==> config.mk <==
export PLATFORM = sky130hd
export DESIGN_NAME = tod_alarm_irq
export DESIGN_NICKNAME = d
export VERILOG_FILES = /design/src/rtl/tod_alarm_pkg.sv /design/src/rtl/tod_alarm_cmp.sv /design/src/rtl/tod_sq_gen.sv /design/src/rtl/tod_alarm_irq.sv
export SDC_FILE = /design/constraint.sdc
export NUM_CORES = 1
export LEC_CHECK = 0
export BUFFER_PORTS_ARGS = -buffer_cell sky130_fd_sc_hd__clkbuf_2
export CELL_PAD_IN_SITES_DETAIL_PLACEMENT = 0
export CELL_PAD_IN_SITES_GLOBAL_PLACEMENT = 1
export CORE_MARGIN = 5
export CORE_UTILIZATION = 25
export DETAILED_ROUTE_END_ITERATION = 6
export GPL_ROUTABILITY_DRIVEN = 0
export PLACE_DENSITY_LB_ADDON = 0.1
export SLEW_MARGIN = 10
export SYNTH_ARGS = -nofsm -noshare
export SYNTH_HDL_FRONTEND = slang
export SYNTH_SLANG_ARGS = --single-unit
==> constraint.sdc <==
create_clock -name clk -period 1.9 [get_ports clk]
set_input_delay 0.19 -clock clk [delete_from_list [all_inputs] [get_ports clk]]
set_output_delay 0.19 -clock clk [all_outputs]
set_load 0.02 [all_outputs]
==> src/rtl/tod_alarm_pkg.sv <==
package tod_alarm_pkg;

    localparam int DW     = 8;
    localparam int AW     = 4;
    localparam int FIELDS = 4;   // 0 sec, 1 min, 2 hour, 3 date
    localparam int CMP_W  = 7;   // bits compared per field

    localparam logic [AW-1:0] ADDR_FLAGS    = 4'h0;
    localparam logic [AW-1:0] ADDR_ALM_BASE = 4'h2;
    localparam logic [AW-1:0] ADDR_INTR     = 4'h6;

    localparam int MASK_BIT  = 7;
    localparam int INTR_AE   = 7;
    localparam int INTR_ABE  = 5;
    localparam int FLG_WF    = 7;
    localparam int FLG_AF    = 6;
    localparam int FLG_BL    = 4;

    typedef logic [FIELDS-1:0][DW-1:0] field_vec_t;

    typedef struct packed {
        field_vec_t     alm;
        logic [DW-1:0]  intr;
        logic           af;
        logic           pend;
        logic           flag_acc;
    } alarm_state_t;

    // Which fields must agree for a given mask pattern (bit i = field i).
    function automatic logic [3:0] need_match(input logic [3:0] mask);
        case (mask)
            4'b1111: need_match = 4'b0000;
            4'b1110: need_match = 4'b0001;
            4'b1100: need_match = 4'b0011;
            4'b1000: need_match = 4'b0111;
            4'b0000: need_match = 4'b1111;
            default: need_match = 4'b0000;
        endcase
    endfunction

endpackage

==> src/rtl/tod_alarm_cmp.sv <==
module tod_alarm_cmp
    import tod_alarm_pkg::*;
(
    input  field_vec_t alm_regs,
    input  field_vec_t cur_time,
    output logic       hit
);
    logic [FIELDS-1:0] field_eq;
    logic [FIELDS-1:0] mask;
    logic [FIELDS-1:0] need;

    for (genvar g = 0; g < FIELDS; g++) begin : g_field
        assign field_eq[g] = (alm_regs[g][CMP_W-1:0] == cur_time[g][CMP_W-1:0]);
        assign mask[g]     = alm_regs[g][MASK_BIT];
    end

    assign need = need_match(mask);
    assign hit  = &(field_eq | ~need);

endmodule

==> src/rtl/tod_sq_gen.sv <==
module tod_sq_gen (
    input  logic clk,
    input  logic rst_n,
    input  logic enable,
    input  logic tick,
    output logic level
);
    logic level_d, level_q;

    always_comb begin
        level_d = level_q;
        if (!enable)
            level_d = 1'b1;
        else if (tick)
            level_d = ~level_q;
    end

    always_ff @(posedge clk or negedge rst_n) begin
        if (!rst_n)
            level_q <= 1'b1;
        else
            level_q <= level_d;
    end

    assign level = level_q;

endmodule

==> src/rtl/tod_alarm_irq.sv <==
module tod_alarm_irq
    import tod_alarm_pkg::*;
(
    input  logic          clk,
    input  logic          rst_n,
    input  logic          sec_tick,
    input  logic [DW-1:0] cur_sec,
    input  logic [DW-1:0] cur_min,
    input  logic [DW-1:0] cur_hour,
    input  logic [DW-1:0] cur_date,
    input  logic          backup_mode,
    input  logic          tick_1k,
    input  logic          ft_bit,
    input  logic          wd_steer,
    input  logic          wd_reg_zero,
    input  logic          wd_flag,
    input  logic          batt_low,
    input  logic          bus_sel,
    input  logic          bus_wr,
    input  logic          bus_rd,
    input  logic [AW-1:0] bus_addr,
    input  logic [DW-1:0] bus_wdata,
    output logic [DW-1:0] bus_rdata,
    output logic          irq_drive_low
);
    alarm_state_t s_d, s_q;

    field_vec_t cur_time;
    logic       hit;
    logic       access, acc_flags, wr_en;
    logic       alarm_en, backup_en, alarm_flag;
    logic       ft_on, sq_level;

    assign cur_time   = {cur_date, cur_hour, cur_min, cur_sec};
    assign access     = bus_sel & (bus_wr | bus_rd);
    assign acc_flags  = access & (bus_addr == ADDR_FLAGS);
    assign wr_en      = bus_sel & bus_wr;
    assign alarm_en   = s_q.intr[INTR_AE];
    assign backup_en  = s_q.intr[INTR_ABE];
    assign alarm_flag = s_q.af;
    assign ft_on      = ft_bit & ~alarm_en & (wd_steer | wd_reg_zero);

    tod_alarm_cmp u_cmp (
        .alm_regs (s_q.alm),
        .cur_time (cur_time),
        .hit      (hit)
    );

    tod_sq_gen u_sq (
        .clk    (clk),
        .rst_n  (rst_n),
        .enable (ft_on),
        .tick   (tick_1k),
        .level  (sq_level)
    );

    always_comb begin
        s_d = s_q;
        for (int i = 0; i < FIELDS; i++) begin
            if (wr_en && bus_addr == ADDR_ALM_BASE + AW'(i))
                s_d.alm[i] = bus_wdata;
        end
        if (wr_en && bus_addr == ADDR_INTR)
            s_d.intr = bus_wdata;
        s_d.flag_acc = acc_flags;
        if (s_q.flag_acc && !acc_flags)
            s_d.af = 1'b0;
        if (acc_flags)
            s_d.pend = 1'b0;
        if (sec_tick && hit) begin
            s_d.af   = 1'b1;
            s_d.pend = 1'b1;
        end
    end

    always_ff @(posedge clk or negedge rst_n) begin
        if (!rst_n)
            s_q <= '0;
        else
            s_q <= s_d;
    end

    always_comb begin
        bus_rdata = '0;
        if (bus_addr == ADDR_FLAGS) begin
            bus_rdata[FLG_WF] = wd_flag;
            bus_rdata[FLG_AF] = s_q.af;
            bus_rdata[FLG_BL] = batt_low;
        end else if (bus_addr == ADDR_INTR) begin
            bus_rdata = s_q.intr;
        end else begin
            for (int i = 0; i < FIELDS; i++) begin
                if (bus_addr == ADDR_ALM_BASE + AW'(i))
                    bus_rdata = s_q.alm[i];
            end
        end
    end

    assign irq_drive_low = (s_q.pend & alarm_en & (~backup_mode | backup_en))
                         | (ft_on & ~sq_level);

endmodule

==> results of run 1 <==
## cell families after synthesis
logic type / Yosys count / synth area share [%]
and+or+nand+nor: 53 / 12.7
buffers and inverters: 15 / 3.80
muxes: 39 / 18.3
AOI/OAI and AO/OA: 49 / 12.4
DFF: 44 / 42.9
xor gates and xnor gates: 29 / 9.89
## placed cells by master (no fill, tap or decap), drive strengths merged, types with 4 or more instances in the layout
| cell type | netlist | final |
|---|---|---|
| nand4 | 4 | 4 |
| buf | 8 | 26 |
| nand2 | 13 | 13 |
| o41ai | 4 | 4 |
| xor2 | 12 | 12 |
| a21oi | 19 | 19 |
| nand2b | 4 | 4 |
| a31oi | 5 | 5 |
| a2bb2oi | 8 | 8 |
| nor2b | 4 | 4 |
| mux2 | 39 | 39 |
| nor2 | 10 | 10 |
| clkbuf | 3 | 63 |
| inv | 4 | 4 |
| nor4 | 4 | 4 |
| or3 | 5 | 5 |
| o21ai | 7 | 7 |
| dfrtp | 43 | 43 |
| xnor2 | 17 | 17 |
## report_power, final
part	switching, W	internal (W)
clock	0.000337	0.000296
combinational	0.000311	0.000404
sequential	0.000167	0.00113
total	0.000816	0.00183
## layer usage
metal | vias up | track usage [%] | wire length, µm
li1 | 989 | - | -
met1 | 994 | 17.1 | 3710
met2 | 33 | 21.3 | 3720
met3 | 7 | 2.50 | 230
met4 | 0 | 3.16 | 70
met5 | - | 0 | 0
## cell type report
| class | instances | area share [%] |
|---|---|---|
| clock buffers | 7 | 2.63 |
| well taps | 136 | 5.18 |
| multi-input cells | 170 | 42.1 |
| inverters | 4 | 0.457 |
| flip-flops and latches | 44 | 33.6 |
| clock inverters | 1 | 0.229 |
| repair buffers | 83 | 15.8 |
## worst register-to-register path, cell delays in order (launching register included)
cell     delay [ns]
dfrtp_1        0.41
xnor2_1        0.24
nand4_1        0.17
o41ai_1        0.44
nand3_1        0.20
o21ai_0        0.17
## registers in the layout (all words and copies together), names as in the netlist
signal / cells
u_sq.level: 1
alarm_flag: 1
backup_en: 1
s_q: 40
alarm_en: 1
## what timing repair did
| item | 4_1_cts | 5_1_grt |
|---|---|---|
| setup buffers | 3 | 1 |
| setup endpoints to repair | 4 | 6 |
| hold buffers | 1 | 0 |
| endpoints found under the hold margin | 13 | 0 |
| pin swaps | 1 | 1 |
| gates resized for setup | 3 | 10 |
## final timing paths
| check | slack [ns] | cells after the start | end | from |
|---|---|---|---|---|
| worst max-delay path | 0.08 | 5 | bus_rdata[1] | s_q[12] |
| worst max register to register | 0.21 | 5 | s_q[1] | s_q[25] |
| max in group asynchronous | 0.98 | 3 | s_q[18] | rst_n |
| min in group asynchronous | 0.38 | 2 | s_q[7] | rst_n |
| worst min-delay path | 0.13 | 3 | u_sq.level | tick_1k |
| worst min register to register | 0.49 | 2 | alarm_flag | alarm_flag |
## metrics by stage
stage	setup slack (ns)	utilization (%)	power, W	instance area, µm²
2_1_floorplan	0.0602	-	0.00174	2570
3_3_place_gp	0.0731	30.7	0.00201	3130
3_5_place_dp	0.0674	30.7	0.00202	3130
4_1_cts	0.00557	32.0	0.00268	3260
5_1_grt	-0.00784	32.2	0.00282	3280
6_report	0.0759	32.2	0.00265	3280
==> metrics.yaml, run 1 <==
outcome:
  status: "completed"
routing:
  drtIter0Drc: 49
  wl_per_cell_um: 17.4
  num_vias: 2023
  wl_um: 7740
  drt_pass1_iterations: 4
  drtAntennaViolNets: 0
  drc_errors: 0
  viasPerCell: 4.55
floorplanning:
  initial_core_util_pct: 25.2
  fp.dieH_um: 111
  dieArea_um2: 12400
  die_x_um: 111
  ioPinCount: 66
  rows: 37
  core-area_um2: 10200
grt:
  grt_pass1_vias: 2188
  grt_pass1_wl_um: 12300
  overflow: 0
  antenna_found_initial: 0
  grtUsageTotal_pct: 12.8
  grt_max_degree: 31
clock_network:
  numCtsBuffers: 5
  cts.sinks: 44
  cts.clk_slew.worst_paths_ns: 0.09
  htree_levels: 2
  root_buffer: "clkbuf_8"
  cts_tree: "yes"
  clkLatencyLatePin_ns: 0.30
  clock_path_buffers: 2
setup_path:
  critPathArrivalTime_ns: 1.63
  critPathMaxFanout: 3
  cp_slowest_cell: "dfrtp_1"
  cpPeakStageDelay_ns: 0.38
  cp-start-kind: "flop"
  critPathTopFamily: "compound AO/OA/AOI/OAI gates"
  crit_chain: "a21oi_1 > a2bb2oi_1 > or3_1 > a31oi_2 > buf_4"
  cp.required_ns: 1.71
  critPathCaptureType: "output port"
  crit_buf_inv: 1
  critical_path_class: "flop to output port"
sta:
  fin_tns_setup_ns: 0
  finalHoldViolations: 0
  rsz0062_at_grt: "true"
  period_share_pct: 96.0
  skew_ns: 0.00941
  period_needed_ns: 1.82
  holdWs_ns: 0.127
  finalMaxSlewViolations: 0
  maxClockFrequency_mhz: 548
  maxSlewHeadroom_pct: 67.9
  worst_pin_slew_ns: 0.476
  finalSetupViolCount: 0
cells_and_area:
  seq_area_um2: 1100
  area_delta_synth_final_pct: 27.9
  diodes: 0
  num-nets-final: 365
  layout-drive-gt1-share_pct: 45.0
  num-fill-cells: 1134
  multi_input_area_um2: 1380
  final_cells: 445
synthesis:
  ys_types: 36
  seq_area_frac_synth_pct: 42.9
  synth_edf_count: 0
  ys_warn_count: 0
  syn_area_per_cell_um2: 11.2
  synthesis.instances: 229
  synth_ff_type: "dfrtp_1"
  synth_area_um2: 2570
  yosysMostFrequentCell: "dfrtp_1"
  synth-seq-cells: 44
  synth_top_area_share_pct: 41.9
  synthArstFlopShare_pct: 100
  netlist_top_cells_count: "dfrtp_1 (43), mux2_2 (31), a21oi_1 (19)"
  synth_top_area_cell: "dfrtp_1"
  syn_nets: 286
  synth.area.top_cells: "dfrtp_1 (42%), mux2_2 (14%), xnor2_1 (5.8%)"
flow_run:
  cap_violations: 0
placement:
  port_buffers: 61
  place_inst: 432
  dp.final_hpwl_um: 6140
pwr:
  p_per_area_nw_per_um2: 805
  leakagePower_nw: 1.51
  irDropWorstVdd_v: 0.000239
hold_path:
  hold_path.class: "input pin to flop"
Power figures use the tool's default switching activity.
==> inputs of run 2 (changes only) <==
--- a/config.mk
+++ b/config.mk
@@ -10,6 +10,7 @@
 export CELL_PAD_IN_SITES_GLOBAL_PLACEMENT = 1
 export CORE_MARGIN = 5
 export CORE_UTILIZATION = 25
+export CTS_BUF_LIST = sky130_fd_sc_hd__clkbuf_16
 export DETAILED_ROUTE_END_ITERATION = 6
 export GPL_ROUTABILITY_DRIVEN = 0
 export PLACE_DENSITY_LB_ADDON = 0.1
==> constraint.sdc (replaced) <==
create_clock -name clk -period 2.3 [get_ports clk]
set_input_delay 0.23 -clock clk [delete_from_list [all_inputs] [get_ports clk]]
set_output_delay 0.23 -clock clk [all_outputs]
set_load 0.02 [all_outputs]
==> metrics.yaml, run 2 (synthesis results as in run 1) <==
outcome:
  status: "completed"
cells_and_area:
  final_cell_mix: "clkbuf_2 (61), dfrtp_1 (43), mux2_2 (31)"
  diodes: 0  # unchanged
  multi_input_area_um2: 1370  # -0.91%
  num-fill-cells: 1132  # -0.18%
  largest_register_ffs: 40  # unchanged
  final_util_pct: 31.7  # -0.55 points
  final_common_cell: "clkbuf_2"
  fin_area_um2: 3230  # -1.7%
  seq_area_um2: 1100  # -0.11%
  largest-register: "s_q"
  area_delta_synth_final_pct: 25.7
  layout-drive-gt1-share_pct: 42.4  # -2.5 points
  num-nets-final: 360  # -1.4%
routing:
  drt_pass1_iterations: 4  # unchanged
  drtIter0Drc: 63  # +29%
  drtAntennaViolNets: 0  # unchanged
  viasPerCell: 4.47  # -1.7%
  drc_errors: 0  # unchanged
  wl_per_cell_um: 17.7  # +1.9%
  wl_um: 7800  # +0.76%
  num_vias: 1967  # -2.8%
setup_path:
  ff2ff_setup_slack_ns: 0.70  # +0.49 ns
  critPathArrivalTime_ns: 1.73  # +0.10 ns
  r2r-start: "s_q[25]"
  r2r_end: "alarm_flag"
  critical_path_class: "input pin to output port"
  critPathMaxFanout: 8  # +5
  crit_end: "bus_rdata[5]"
  critPathCaptureType: "output port"
  r2r.worst_path.cells: 5  # unchanged
  cp.required_ns: 2.07  # +0.36 ns
  crit_path_start: "bus_addr[1]"
  cp-start-kind: "input pin"
clock_network:
  cts_hold_buf: 1  # unchanged
  cts.sinks: 44  # unchanged
  cts.clk_slew.worst_paths_ns: 0.06  # -0.03 ns
  clkLatencyLatePin_ns: 0.28  # -0.02 ns
  cts_resized: 0  # -3
  clock_path_buffers: 2  # unchanged
  root_buffer: "clkbuf_16"
  post_cts_buffers: 0  # -3
  numCtsBuffers: 5  # unchanged
  cts_tree: "yes"
  htree_levels: 2  # unchanged
grt:
  grt_pass1_wl_um: 12500  # +1.4%
  grtUsageTotal_pct: 13.1  # +0.33 points
  grt_pass1_vias: 2186  # -0.091%
  overflow: 0  # unchanged
  grt_max_degree: 20  # -35%
  antenna_found_initial: 0  # unchanged
sta:
  fin_tns_setup_ns: 0  # unchanged
  period_needed_ns: 1.96
  finalSetupViolCount: 0  # unchanged
  period_share_pct: 85.3
  finalMaxSlewViolations: 0  # unchanged
  maxClockFrequency_mhz: 510
  rsz0062_at_grt: "false"
  skew_ns: 0.00425  # -0.00515 ns
  maxSlewHeadroom_pct: 60.1  # -7.7 points
  finalHoldViolations: 0  # unchanged
  worst_pin_slew_ns: 0.590  # +0.115 ns
pwr:
  leakagePower_nw: 1.50  # -0.56%
  irDropWorstVdd_v: 0.000328  # +37%
  p_per_area_nw_per_um2: 718  # -11%
placement:
  dp.final_hpwl_um: 6200  # +0.91%
  place_area_um2: 3080  # -1.4%
  port_buffers: 61  # unchanged
floorplanning:
  fp.dieH_um: 111  # unchanged
  initial_core_util_pct: 25.2  # unchanged
  ioPinCount: 66  # unchanged
  core-area_um2: 10200  # unchanged
  die_x_um: 111  # unchanged
  dieArea_um2: 12400  # unchanged
  rows: 37  # unchanged
hold_path:
  hold_path.class: "input pin to flop"
flow_run:
  cap_violations: 0  # unchanged
run 2: cell count changes in the layout (fill, tap and decap cells not counted), moves of 2 or more:
| cell | delta |
|---|---|
| a31oi_1 | +2 |
| a31oi_2 | -2 |
| buf_12 | -3 |
| buf_4 | -6 |
| clkbuf_16 | +5 |
| clkbuf_2 | +5 |
| clkbuf_8 | -6 |
| inv_1 | +2 |
run 2: worst min path at each step:
stage,from,end,slack (ns),depth (start not counted)
3_5_place_dp,rst_n,s_q[23],0.24,1
6_report,tick_1k,u_sq.level,0.19,3
2_1_floorplan,rst_n,alarm_en,-0.07,0
4_1_cts,tick_1k,u_sq.level,0.19,3
5_1_grt,tick_1k,u_sq.level,0.19,3
3_3_place_gp,rst_n,s_q[31],0.25,1
run 2: layout make-up:
class	count	share of cell area [%]
Clock buffer	5	3.88
Clock inverter	3	0.349
Inverter	4	0.465
Multi-Input combinational cell	170	42.4
Sequential cell	44	34.1
Tap cell	136	5.27
Timing Repair Buffer	78	13.5
run 2: layer usage:
layer / vias to the layer above / global-route usage (%) / routed length (µm)
li1: 979 / - / -
met1: 945 / 17.7 / 3750
met4: 0 / 3.16 / 81
met3: 6 / 2.66 / 258
met2: 37 / 21.6 / 3710
met5: - / 0 / 0
run 2: metrics by stage:
step	total power, W	setup slack (ns)	hold slack, ns	cells
2_1_floorplan	0.00144	0.380	-0.0656	229
3_3_place_gp	0.00165	0.309	0.248	431
3_5_place_dp	0.00165	0.294	0.244	431
4_1_cts	0.00237	0.289	0.186	440
5_1_grt	0.00247	0.212	0.193	440
6_report	0.00232	0.339	0.194	440
run 2: report_power, final:
part	internal, W	switching [W]	total, W
sequential	0.000933	0.000147	0.00108
combinational	0.000305	0.000246	0.000551
clock	0.000392	0.000296	0.000688
total	0.00163	0.000689	0.00232
run 2: critical path, cell delays in order:
cell       delay [ns]
clkbuf_2         0.09
buf_4            0.16
nor2b_1          0.11
buf_4            0.17
a21oi_1          0.05
a2bb2oi_1        0.13
or3_1            0.37
a31oi_1          0.21
clkbuf_2         0.20
